==> config.mk <==
export PLATFORM = sky130hd
export DESIGN_NAME = llw_walker
export DESIGN_NICKNAME = d
export VERILOG_FILES = /design/src/rtl/llw_pkg.sv /design/src/rtl/llw_fetch.sv /design/src/rtl/llw_cmd_port.sv /design/src/rtl/llw_walker.sv
export SDC_FILE = /design/constraint.sdc
export NUM_CORES = 1
export LEC_CHECK = 0
export BUFFER_PORTS_ARGS = -buffer_cell sky130_fd_sc_hd__clkbuf_2
export CAP_MARGIN = 20
export CELL_PAD_IN_SITES_DETAIL_PLACEMENT = 2
export CELL_PAD_IN_SITES_GLOBAL_PLACEMENT = 2
export CORE_ASPECT_RATIO = 2
export CORE_UTILIZATION = 30
export DETAILED_ROUTE_END_ITERATION = 6
export PLACE_DENSITY = 0.67
export SYNTH_ARGS = -nofsm -noshare
export SYNTH_HDL_FRONTEND = slang
export SYNTH_HIERARCHICAL = 1
export SYNTH_SLANG_ARGS = --single-unit
==> constraint.sdc <==
create_clock -name clk -period 2.91 [get_ports clk]
set_clock_uncertainty 0.05 [all_clocks]
set_input_delay 0.4365 -clock clk [delete_from_list [all_inputs] [get_ports clk]]
set_output_delay 0.4365 -clock clk [all_outputs]
set_load 0.03 [all_outputs]
==> src/rtl/llw_pkg.sv <==
package llw_pkg;
    localparam int WORD_W     = 32;
    localparam int PTR_W      = 64;
    localparam int ELEM_WORDS = 6;
    localparam int IDX_W      = $clog2(ELEM_WORDS);

    // control word bit positions
    localparam int CB_CYCLE  = 0;
    localparam int CB_TOGGLE = 1;
    localparam int CB_LINK   = 2;
    localparam int CB_LIE    = 3;
    localparam int CB_RIE    = 4;

    // word slots inside an element
    localparam int SLOT_CTRL   = 0;
    localparam int SLOT_SIZE   = 1;
    localparam int SLOT_SRC_LO = 2;
    localparam int SLOT_SRC_HI = 3;
    localparam int SLOT_DST_LO = 4;
    localparam int SLOT_DST_HI = 5;

    typedef enum logic [2:0] {
        ST_IDLE = 3'd0,
        ST_RUN  = 3'd1,
        ST_STOP = 3'd2,
        ST_DONE = 3'd3,
        ST_HALT = 3'd4
    } chan_status_e;

    typedef enum logic [3:0] {
        W_IDLE,
        W_CTRL,
        W_CHK,
        W_LINK,
        W_JUMP,
        W_BODY,
        W_LOAD,
        W_ISSUE,
        W_ACK
    } walk_state_e;
endpackage

==> src/rtl/llw_fetch.sv <==
module llw_fetch #(
    parameter int PTR_W  = 64,
    parameter int WORD_W = 32,
    parameter int IDX_W  = 3
) (
    input  logic              clk,
    input  logic              rst_n,
    input  logic              start_i,
    input  logic [PTR_W-1:0]  base_i,
    input  logic [IDX_W-1:0]  first_i,
    input  logic [IDX_W-1:0]  last_i,
    output logic              mem_req_o,
    output logic [PTR_W-1:0]  mem_addr_o,
    input  logic [WORD_W-1:0] mem_rdata_i,
    input  logic              mem_err_i,
    output logic              wr_en_o,
    output logic [IDX_W-1:0]  wr_idx_o,
    output logic [WORD_W-1:0] wr_data_o,
    output logic              done_o,
    output logic              err_o
);
    localparam int BYTE_SH = $clog2(WORD_W / 8);

    typedef enum logic [1:0] {F_IDLE, F_REQ, F_RSP} fst_e;

    typedef struct packed {
        fst_e             st;
        logic [PTR_W-1:0] base;
        logic [IDX_W-1:0] idx;
        logic [IDX_W-1:0] last;
    } fq_t;

    fq_t q, d;

    always_comb begin
        d       = q;
        wr_en_o = 1'b0;
        done_o  = 1'b0;
        err_o   = 1'b0;
        unique case (q.st)
            F_IDLE: begin
                if (start_i) begin
                    d.base = base_i;
                    d.idx  = first_i;
                    d.last = last_i;
                    d.st   = F_REQ;
                end
            end
            F_REQ: d.st = F_RSP;
            F_RSP: begin
                if (mem_err_i) begin
                    err_o = 1'b1;
                    d.st  = F_IDLE;
                end else begin
                    wr_en_o = 1'b1;
                    if (q.idx == q.last) begin
                        done_o = 1'b1;
                        d.st   = F_IDLE;
                    end else begin
                        d.idx = q.idx + 1'b1;
                        d.st  = F_REQ;
                    end
                end
            end
            default: d.st = F_IDLE;
        endcase
    end

    always_ff @(posedge clk or negedge rst_n) begin
        if (!rst_n) q <= '0;
        else        q <= d;
    end

    assign mem_req_o  = (q.st == F_REQ);
    assign mem_addr_o = q.base + (PTR_W'(q.idx) << BYTE_SH);
    assign wr_idx_o   = q.idx;
    assign wr_data_o  = mem_rdata_i;

    // a request is always followed by a response cycle
    p_req_gap_r12: assert property (@(posedge clk) disable iff (!rst_n)
        mem_req_o |=> !mem_req_o);
endmodule

==> src/rtl/llw_cmd_port.sv <==
module llw_cmd_port #(
    parameter int PTR_W  = 64,
    parameter int WORD_W = 32
) (
    input  logic              clk,
    input  logic              rst_n,
    input  logic              load_i,
    input  logic [PTR_W-1:0]  src_i,
    input  logic [PTR_W-1:0]  dst_i,
    input  logic [WORD_W-1:0] size_i,
    output logic              cmd_valid_o,
    input  logic              cmd_ready_i,
    output logic [PTR_W-1:0]  cmd_src_o,
    output logic [PTR_W-1:0]  cmd_dst_o,
    output logic [WORD_W-1:0] cmd_size_o,
    output logic              fire_o
);
    typedef struct packed {
        logic              valid;
        logic [PTR_W-1:0]  src;
        logic [PTR_W-1:0]  dst;
        logic [WORD_W-1:0] size;
    } cq_t;

    cq_t q, d;

    always_comb begin
        d = q;
        if (q.valid && cmd_ready_i) d.valid = 1'b0;
        if (load_i) begin
            d.valid = 1'b1;
            d.src   = src_i;
            d.dst   = dst_i;
            d.size  = size_i;
        end
    end

    always_ff @(posedge clk or negedge rst_n) begin
        if (!rst_n) q <= '0;
        else        q <= d;
    end

    assign cmd_valid_o = q.valid;
    assign cmd_src_o   = q.src;
    assign cmd_dst_o   = q.dst;
    assign cmd_size_o  = q.size;
    assign fire_o      = q.valid && cmd_ready_i;

    // a stalled command is held unchanged
    p_cmd_hold_r8: assert property (@(posedge clk) disable iff (!rst_n)
        (cmd_valid_o && !cmd_ready_i) |=> (cmd_valid_o && $stable(cmd_src_o)
            && $stable(cmd_dst_o) && $stable(cmd_size_o)));
endmodule

==> src/rtl/llw_walker.sv <==
module llw_walker
    import llw_pkg::*;
#(
    parameter int CH_W  = 3,
    parameter int CH_ID = 0
) (
    input  logic              clk,
    input  logic              rst_n,
    input  logic              doorbell_wr,
    input  logic [CH_W-1:0]   doorbell_ch,
    input  logic              cfg_cycle_init,
    input  logic              cfg_list_en,
    input  logic [PTR_W-1:0]  list_base,
    output logic              mem_req,
    output logic [PTR_W-1:0]  mem_addr,
    input  logic [WORD_W-1:0] mem_rdata,
    input  logic              mem_err,
    output logic              cmd_valid,
    input  logic              cmd_ready,
    output logic [PTR_W-1:0]  cmd_src,
    output logic [PTR_W-1:0]  cmd_dst,
    output logic [WORD_W-1:0] cmd_size,
    input  logic              xfer_ack,
    output logic [2:0]        chan_status,
    output logic              cycle_state,
    output logic              done_pulse,
    output logic              abort_pulse
);
    localparam int ELEM_BYTES = ELEM_WORDS * WORD_W / 8;
    localparam logic [CH_W-1:0] MY_CH = CH_W'(CH_ID);

    typedef struct packed {
        walk_state_e                        st;
        logic [PTR_W-1:0]                   ptr;
        logic                               cyc;
        logic [ELEM_WORDS-1:0][WORD_W-1:0]  words;
        chan_status_e                       status;
        logic                               done;
        logic                               abort;
        logic                               fstart;
        logic [IDX_W-1:0]                   ffirst;
        logic [IDX_W-1:0]                   flast;
    } wq_t;

    wq_t q, d;

    logic              f_wr, f_done, f_err, cmd_fire, cmd_load;
    logic [IDX_W-1:0]  f_idx;
    logic [WORD_W-1:0] f_data;
    logic [WORD_W-1:0] ctrl_w;

    assign ctrl_w = q.words[SLOT_CTRL];

    llw_fetch #(.PTR_W(PTR_W), .WORD_W(WORD_W), .IDX_W(IDX_W)) u_fetch (
        .clk        (clk),
        .rst_n      (rst_n),
        .start_i    (q.fstart),
        .base_i     (q.ptr),
        .first_i    (q.ffirst),
        .last_i     (q.flast),
        .mem_req_o  (mem_req),
        .mem_addr_o (mem_addr),
        .mem_rdata_i(mem_rdata),
        .mem_err_i  (mem_err),
        .wr_en_o    (f_wr),
        .wr_idx_o   (f_idx),
        .wr_data_o  (f_data),
        .done_o     (f_done),
        .err_o      (f_err)
    );

    llw_cmd_port #(.PTR_W(PTR_W), .WORD_W(WORD_W)) u_cmd (
        .clk        (clk),
        .rst_n      (rst_n),
        .load_i     (cmd_load),
        .src_i      ({q.words[SLOT_SRC_HI], q.words[SLOT_SRC_LO]}),
        .dst_i      ({q.words[SLOT_DST_HI], q.words[SLOT_DST_LO]}),
        .size_i     (q.words[SLOT_SIZE]),
        .cmd_valid_o(cmd_valid),
        .cmd_ready_i(cmd_ready),
        .cmd_src_o  (cmd_src),
        .cmd_dst_o  (cmd_dst),
        .cmd_size_o (cmd_size),
        .fire_o     (cmd_fire)
    );

    always_comb begin
        d        = q;
        d.fstart = 1'b0;
        d.done   = 1'b0;
        d.abort  = 1'b0;
        cmd_load = 1'b0;

        if (f_wr && (int'(f_idx) < ELEM_WORDS)) d.words[f_idx] = f_data;

        unique case (q.st)
            W_IDLE: begin
                if (doorbell_wr && doorbell_ch == MY_CH && cfg_list_en) begin
                    d.ptr    = list_base;
                    d.cyc    = cfg_cycle_init;
                    d.status = ST_RUN;
                    d.fstart = 1'b1;
                    d.ffirst = IDX_W'(SLOT_CTRL);
                    d.flast  = IDX_W'(SLOT_CTRL);
                    d.st     = W_CTRL;
                end
            end
            W_CTRL, W_LINK, W_BODY: begin
                if (f_err) begin
                    d.abort  = 1'b1;
                    d.status = ST_HALT;
                    d.st     = W_IDLE;
                end else if (f_done) begin
                    d.st = (q.st == W_CTRL) ? W_CHK :
                           (q.st == W_LINK) ? W_JUMP : W_LOAD;
                end
            end
            W_CHK: begin
                d.fstart = 1'b1;
                if (ctrl_w[CB_CYCLE] != q.cyc) begin
                    d.fstart = 1'b0;
                    d.status = ST_STOP;
                    d.st     = W_IDLE;
                end else if (ctrl_w[CB_LINK]) begin
                    d.ffirst = IDX_W'(SLOT_SRC_LO);
                    d.flast  = IDX_W'(SLOT_SRC_HI);
                    d.st     = W_LINK;
                end else begin
                    d.ffirst = IDX_W'(SLOT_SIZE);
                    d.flast  = IDX_W'(SLOT_DST_HI);
                    d.st     = W_BODY;
                end
            end
            W_JUMP: begin
                d.ptr    = {q.words[SLOT_SRC_HI], q.words[SLOT_SRC_LO]};
                d.cyc    = q.cyc ^ ctrl_w[CB_TOGGLE];
                d.fstart = 1'b1;
                d.ffirst = IDX_W'(SLOT_CTRL);
                d.flast  = IDX_W'(SLOT_CTRL);
                d.st     = W_CTRL;
            end
            W_LOAD: begin
                cmd_load = 1'b1;
                d.st     = W_ISSUE;
            end
            W_ISSUE: begin
                if (cmd_fire) begin
                    if (ctrl_w[CB_LIE] || ctrl_w[CB_RIE]) begin
                        d.st = W_ACK;
                    end else begin
                        d.ptr    = q.ptr + PTR_W'(ELEM_BYTES);
                        d.fstart = 1'b1;
                        d.ffirst = IDX_W'(SLOT_CTRL);
                        d.flast  = IDX_W'(SLOT_CTRL);
                        d.st     = W_CTRL;
                    end
                end
            end
            W_ACK: begin
                if (xfer_ack) begin
                    d.done   = 1'b1;
                    d.status = ST_DONE;
                    d.st     = W_IDLE;
                end
            end
            default: d.st = W_IDLE;
        endcase
    end

    always_ff @(posedge clk or negedge rst_n) begin
        if (!rst_n) q <= '0;
        else        q <= d;
    end

    assign chan_status = q.status;
    assign cycle_state = q.cyc;
    assign done_pulse  = q.done;
    assign abort_pulse = q.abort;

    // completion and abort never coincide
    p_pulse_excl_r9: assert property (@(posedge clk) disable iff (!rst_n)
        !(done_pulse && abort_pulse));
    // done lasts a single cycle
    p_done_single_r9: assert property (@(posedge clk) disable iff (!rst_n)
        done_pulse |=> !done_pulse);
    // abort lasts a single cycle and no read follows it
    p_abort_quiet_r10: assert property (@(posedge clk) disable iff (!rst_n)
        abort_pulse |=> (!abort_pulse && !mem_req));
    // a stopped channel presents no command
    p_stop_no_cmd_r5: assert property (@(posedge clk) disable iff (!rst_n)
        (chan_status == 3'd2) |-> !cmd_valid);
endmodule

Word-level counts from Yosys, hierarchy flattened
Cells that the tools add are included.
- order comparisons: 3
- muxes and demuxes: 49
- equal/unequal tests: 23
- bitwise gates (word level): 1
- reduce and logical (&&, ||, !) cells: 23
- add/subtract/negate cells: 3
- operators by type and width (cell ; count):
    $bwmux 192 ; 1
    $pmux 64 s3 ; 1
    $mux 161 ; 1
    $demux 32 s3 ; 1
    $mux 72 ; 1
    $mux 69 ; 1
    $mux 68 ; 1
    $add 64x5->64 ; 1
    $add 64x5->64 const B ; 1
    $mux 64 ; 1
    $mux 32 ; 1
    $pmux 4 s7 ; 1
    $pmux 7 s4 ; 1
    $mux 4 ; 6
    $mux 3 ; 7
    $mux 7 ; 3
    $ne 2x2->1 const B ; 10
    $eq 4x3->1 const B ; 4
    $mux 1 ; 15
    $pmux 3 s4 ; 1
    $reduce_and 4->1 ; 3
    $reduce_and 5->1 ; 2
    $eq 4x2->1 const B ; 2
    $reduce_bool 4->1 ; 2
    other kinds (27) ; 34
- bits of input ports: 107
- bits in registers: 506
- word-level logic and storage cells: 125

Longest topological paths before layout
- depth in word-level cells: 7
- gate-level depth with buffers: 10
- gate-level depth less buffers: 8

Hierarchy
Netlist, hierarchy kept.
- by module, submodules not included (module ; area an instance (sq um) ; cells an instance ; times used):
    llw_walker ; 11920.2 ; 1051 ; 1
    llw_cmd_port ; 6341.1 ; 342 ; 1
    llw_fetch ; 4385.5 ; 428 ; 1

Least setup slack after synthesis
OpenSTA, ideal clock, no wires.
- path kind: flip-flop to output port
- start: reg u_fetch.q (netlist bit u_fetch/wr_idx_o[0])
- end: out mem_addr[62]
- cell stages (with the launch flop): 11
- arrival time: 2.575 ns
- required time: 2.424 ns
- setup slack: -0.151 ns
- buffers on the path: 2
- cell sequence: dfrtp_1 ha_1 inv_1 fa_1 nor2b_1 nor2_1 or4_1 buf_2 buf_6 nor4_4 xor2_1
- longest elaborated chain between the ends: 1
- RTL lines (element ; RTL line ; RTL):
    from (decl) ; llw_fetch.sv:33 ; fq_t q, d;
    from (signal assigned) ; llw_fetch.sv:70 ; if (!rst_n) q <= '0;
    from (signal assigned) ; llw_fetch.sv:71 ; else q <= d;
    $add 64x5->64 ; llw_fetch.sv:75 ; assign mem_addr_o = q.base + (PTR_W'(q.idx) << BYTE_SH);
    to (decl) ; llw_walker.sv:15 ; output logic [PTR_W-1:0] mem_addr,
No other way between the ends.

Final worst setup path
- start: reg u_fetch.q (netlist bit u_fetch/wr_idx_o[0])
- end: out mem_addr[49]
The elaborated chain is that of the path after synthesis.

==> summary.md <==
| Metric | Value |
|---|---|
| Status | `complete, but fails checks` |
| Violated checks | `negative setup slack` |
| Critical Path, Cell by Cell | `ha_4, buf_4, buf_6, a21o_4, buf_6, buf_6, buf_6, a21o_4, nand4_1, buf_6, buf_12, nor3_4, xor2_1, buf_4` |
| Register share of total power | `37.9%` |
| Critical Setup Path Class | `reg -> out` |
| Die H | `approximately 400 um` |
| DRT Pass-1 Iters | `5` |
| Initial Utilization | `a little under a third` |
| Yosys cell types | `77` |
| Worst R2R Path Depth | `6` |
| Area of the multi-input gates | `between 10000 and 15000 um2` |
| Relative slew slack | `about 54%` |
| Worst slew pin tran | `slightly below 0.7 ns` |
| Root Buffer | `clkbuf_16` |
| Cell Rows | `142` |
| Port bufs | `between 300 and 400` |
| RSZ-0062 raised after global routing | `true` |
| Drt wl/cell | `around 27 um` |
| RR Endpoint | `q[154]` |
| Flops & latches, synth | `about 480` |
| Flop-to-flop setup slack | `between 0.3 and 0.4 ns` |
| Placer Congestion | `between 0.8 and 0.9` |
| Worst EP arrival | `between 3 and 4 ns` |
| Final Util | `between 30% and 40%` |
| Num CTS Buffers | `47` |
| CP Buf/Inv Count | `8` |
| Syn avg cell area | `about 12 um2` |
| Clock buffer depth | `3` |
| Wire length reported by the detailed router | `a little under 90000 um` |
| Core area | `roughly 75000 um2` |
| Fin crit share | `120.8%` |
| Chip width | `196.3 um` |
| Hold path start | `cmd_ready` |
| Peak VDD IR | `between 500 and 600 uV` |
| Tot Pwr | `between 30000 and 40000 uW` |
| Fmax | `284.6 MHz` |
| Min-delay worst type | `in -> reg` |
| Delay-heaviest family, CP | `buffers and inverters` |
| Clk pwr share | `a little over a fifth` |
| Dpl hpwl | `roughly 65000 um` |
| P&R area growth vs syn | `27.86%` |
| Clk_lat worst skew | `slightly above 0.6 ns` |
| Register area share after synthesis | `52.60%` |
| Routed Antenna Nets | `0` |
| CTS sink count | `476` |
| Synth Instances | `about 1800` |
| Cell Pwr Density | `between 1000 and 1500 nW/um2` |
| CP required | `approximately 2.4 ns` |
| CP Launch Point | `u_fetch/wr_idx_o[0]` |
| H-tree depth | `2` |
| Crit-path max FO | `3` |
| Post-route minimum period | `about 3.5 ns` |
| Ratio of cells with drive above 1 in the final layout | `47.41%` |
| Main flop type after synthesis | `dfrtp_1` |
| Number of warnings issued by yosys | `6` |
| TritonCTS clock tree | `done` |
| Pin count of the biggest net entering global routing | `between 70 and 80` |
| Sw Share | `around two fifths` |
| Filler cells | `7722` |
| Post-DR vias/cell | `around 5.2` |
| Worst setup margin | `-0.6039 ns` |
| Slew Limit Fails | `0` |
| Switching power total | `~13000 uW` |
| Leakage power | `approximately 0.014 uW` |
| P_int | `approximately 19000 uW` |
| First-pass GRT wire length | `130100 um` |
| Vias in the first global route | `between 15000 and 20000` |
| I/O pins | `339` |
| Die Area | `roughly 77000 um2` |
| Fin Hold WS | `0.05227 ns` |
| DR vias | `about 17000` |
| Clock-pin slew on the worst setup and hold paths | `approximately 0.060 ns` |
| Ys async rst share | `between 90% and 100%` |
| Initial antenna violation count | `14` |
| Combinational fraction of design power | `between 40 and 50%` |
| Max Cap Viol | `0` |
| Register area | `11920 um2` |
| Cell area after synthesis | `around 23000 um2` |
| EDFF count, synth | `0` |
| Hold Path Cell Cnt | `3` |
| CP max stage cell | `dfrtp_1` |
| Hold Path End | `u_cmd/cmd_valid_o` |
| Critical R2R Launch | `u_fetch/q[70]` |
| Top cell by count, worst path | `buf_6` |
| Layout net count | `2336` |
| DRC viols | `0` |
| GR Util All Layers | `22.82%` |
| Critical path startpoint category | `register` |
| Total gr overflow | `0` |
| Fin. Hold Viols | `0` |
| Crit end category | `primary output` |
| Mapped Nets | `approximately 1900` |
| Final setup fails | `58` |
| Initial DRC count | `between 700 and 800` |
| Max stage delay on crit path | `between 0.4 and 0.5 ns` |
## worst min-delay path, delay by kind of cell
| family | cells | cell delay [ns] |
|---|---|---|
| buffers and inverters | 2 | 0.14 |
| AO/OA/AOI/OAI | 1 | 0.09 |
## routing by layer
metal  routed length (um)  part of all wire, %  vias up  GRT usage, %
met1                33270                   38     9030         25.73
met3                 4097                  4.7      134         4.097
met2                46660                   53      416         41.91
met4                 3350                  3.8       18         9.119
li1                     -                    -     7484             -
met5                  125                 0.14        -             0
## power by group through the flow
stage / sequential, uW / combinational [uW] / clock (uW)
finish: 11800 / 12700 / 6710
global route: 12100 / 13500 / 7140
CTS: 11800 / 12500 / 6960
detailed placement: 11900 / 11800 / 0
global placement: 11600 / 11500 / 0
floorplan: 12300 / 6280 / 0
## area by class of cell
class,instances,share of cell area (%)
Antenna cell,5,0.04321
Clock buffer,63,4.615
Timing Repair Buffer,493,12.06
Inverter,33,0.4278
Clock inverter,22,1.136
Multi-Input combinational cell,1172,36.22
Tap cell,1008,4.356
Sequential cell,476,41.15
## how the worst max path moves through the flow
stage                              end  slack, ns  depth (start not counted)
after global routing      mem_addr[49]      -0.71                         14
after global placement    mem_addr[46]      -0.19                         10
after CTS                 mem_addr[34]      -0.66                         11
after detailed placement  mem_addr[60]      -0.28                         10
final                     mem_addr[49]      -0.60                         14
after floorplan           mem_addr[60]      -0.10                          9
## flip-flops by register name, summed over array words and instances (netlist names)
register           cells
ctrl_w                 5
u_cmd/cmd_valid_o      1
q                    232
u_fetch/wr_idx_o       3
u_cmd/cmd_size_o      32
u_fetch/q             69
abort_pulse            1
u_cmd/cmd_dst_o       64
chan_status            3
done_pulse             1
cycle_state            1
u_cmd/cmd_src_o       64
## kinds of logic after synthesis
group                    after synthesis  synth area share (%)
flip-flops                           476                 52.60
XOR/XNOR                              65                 2.514
AND/OR/NAND/NOR                      432                 10.77
buffers and inverters                173                 4.039
other                                  1               0.01656
multiplexers                         392                 20.93
adder cells (fa/ha/maj)                6                0.3646
AO/OA/AOI/OAI                        276                 8.762
## what timing repair did
| item | CTS | global route |
|---|---|---|
| hold endpoints to repair | 50 | 0 |
| setup buffers | 8 | 9 |
| hold buffers | 1 | 0 |
| endpoints found under the setup margin | 59 | 59 |
| pin swaps | 28 | 31 |
| cloned | 1 | 0 |
| resized for setup | 142 | 104 |
## cells in the final DEF, fill, tap and decap left out, types with 22 or more instances in the layout
| cell type | netlist | routed |
|---|---|---|
| buf_4 | 40 | 144 |
| xnor2_1 | 38 | 25 |
| nand3_1 | 63 | 60 |
| nand2_1 | 91 | 86 |
| a21oi_1 | 36 | 36 |
| nand4_1 | 40 | 40 |
| clkbuf_16 | 0 | 47 |
| mux2_2 | 297 | 297 |
| nor4_1 | 28 | 22 |
| a22oi_1 | 35 | 35 |
| o21ai_0 | 57 | 57 |
| nor3_1 | 35 | 24 |
| buf_12 | 0 | 22 |
| inv_1 | 33 | 32 |
| dfrtp_1 | 476 | 473 |
| clkbuf_2 | 1 | 278 |
| a22o_1 | 34 | 34 |
| mux2_4 | 89 | 89 |
| nor2_1 | 56 | 41 |
| clkbuf_8 | 0 | 27 |
## through the flow
| stage | setup TNS, ns | instances | cell area (um2) | setup WS, ns |
|---|---|---|---|---|
| floorplan | -0.3096 | 1821 | 22750 | -0.1018 |
| global placement | -1.698 | 3163 | 26220 | -0.1940 |
| detailed placement | -3.143 | 3163 | 26220 | -0.2795 |
| CTS | -22.70 | 3258 | 28580 | -0.6593 |
| global route | -29.16 | 3272 | 28960 | -0.7127 |
| finish | -21.76 | 3272 | 28960 | -0.6039 |
## cells in the mapped netlist, drive strengths merged, types with 5 or more instances
cell	number	area [um2]
a21oi	36	180.2
a221oi	9	78.83
or4	11	90.08
nor4	33	255.2
or3	14	97.59
nor2	56	210.2
nand3	63	315.3
a22oi	35	262.8
nor3	39	215.2
nor3b	8	60.06
o211ai	9	67.56
o31ai	10	80.07
inv	33	123.9
and2	12	75.07
and4	14	122.6
and3	14	87.58
a222oi	5	50.05
ha	5	62.56
o311ai	8	70.07
a31oi	10	68.81
mux2	386	4681
o2bb2ai	11	96.34
a21o	10	75.07
o211a	6	60.06
mux2i	6	60.06
clkbuf	65	245.2
nand4b	6	52.55
buf	75	545.5
nand2b	5	31.28
xor2	27	236.5
nand4	43	296.5
o21ai	57	285.3
dfrtp	476	11910
a22o	34	297.8
o41ai	7	68.82
a211oi	5	37.54
xnor2	38	332.8
nand2	91	341.6
(Power assumes the default switching activity.)
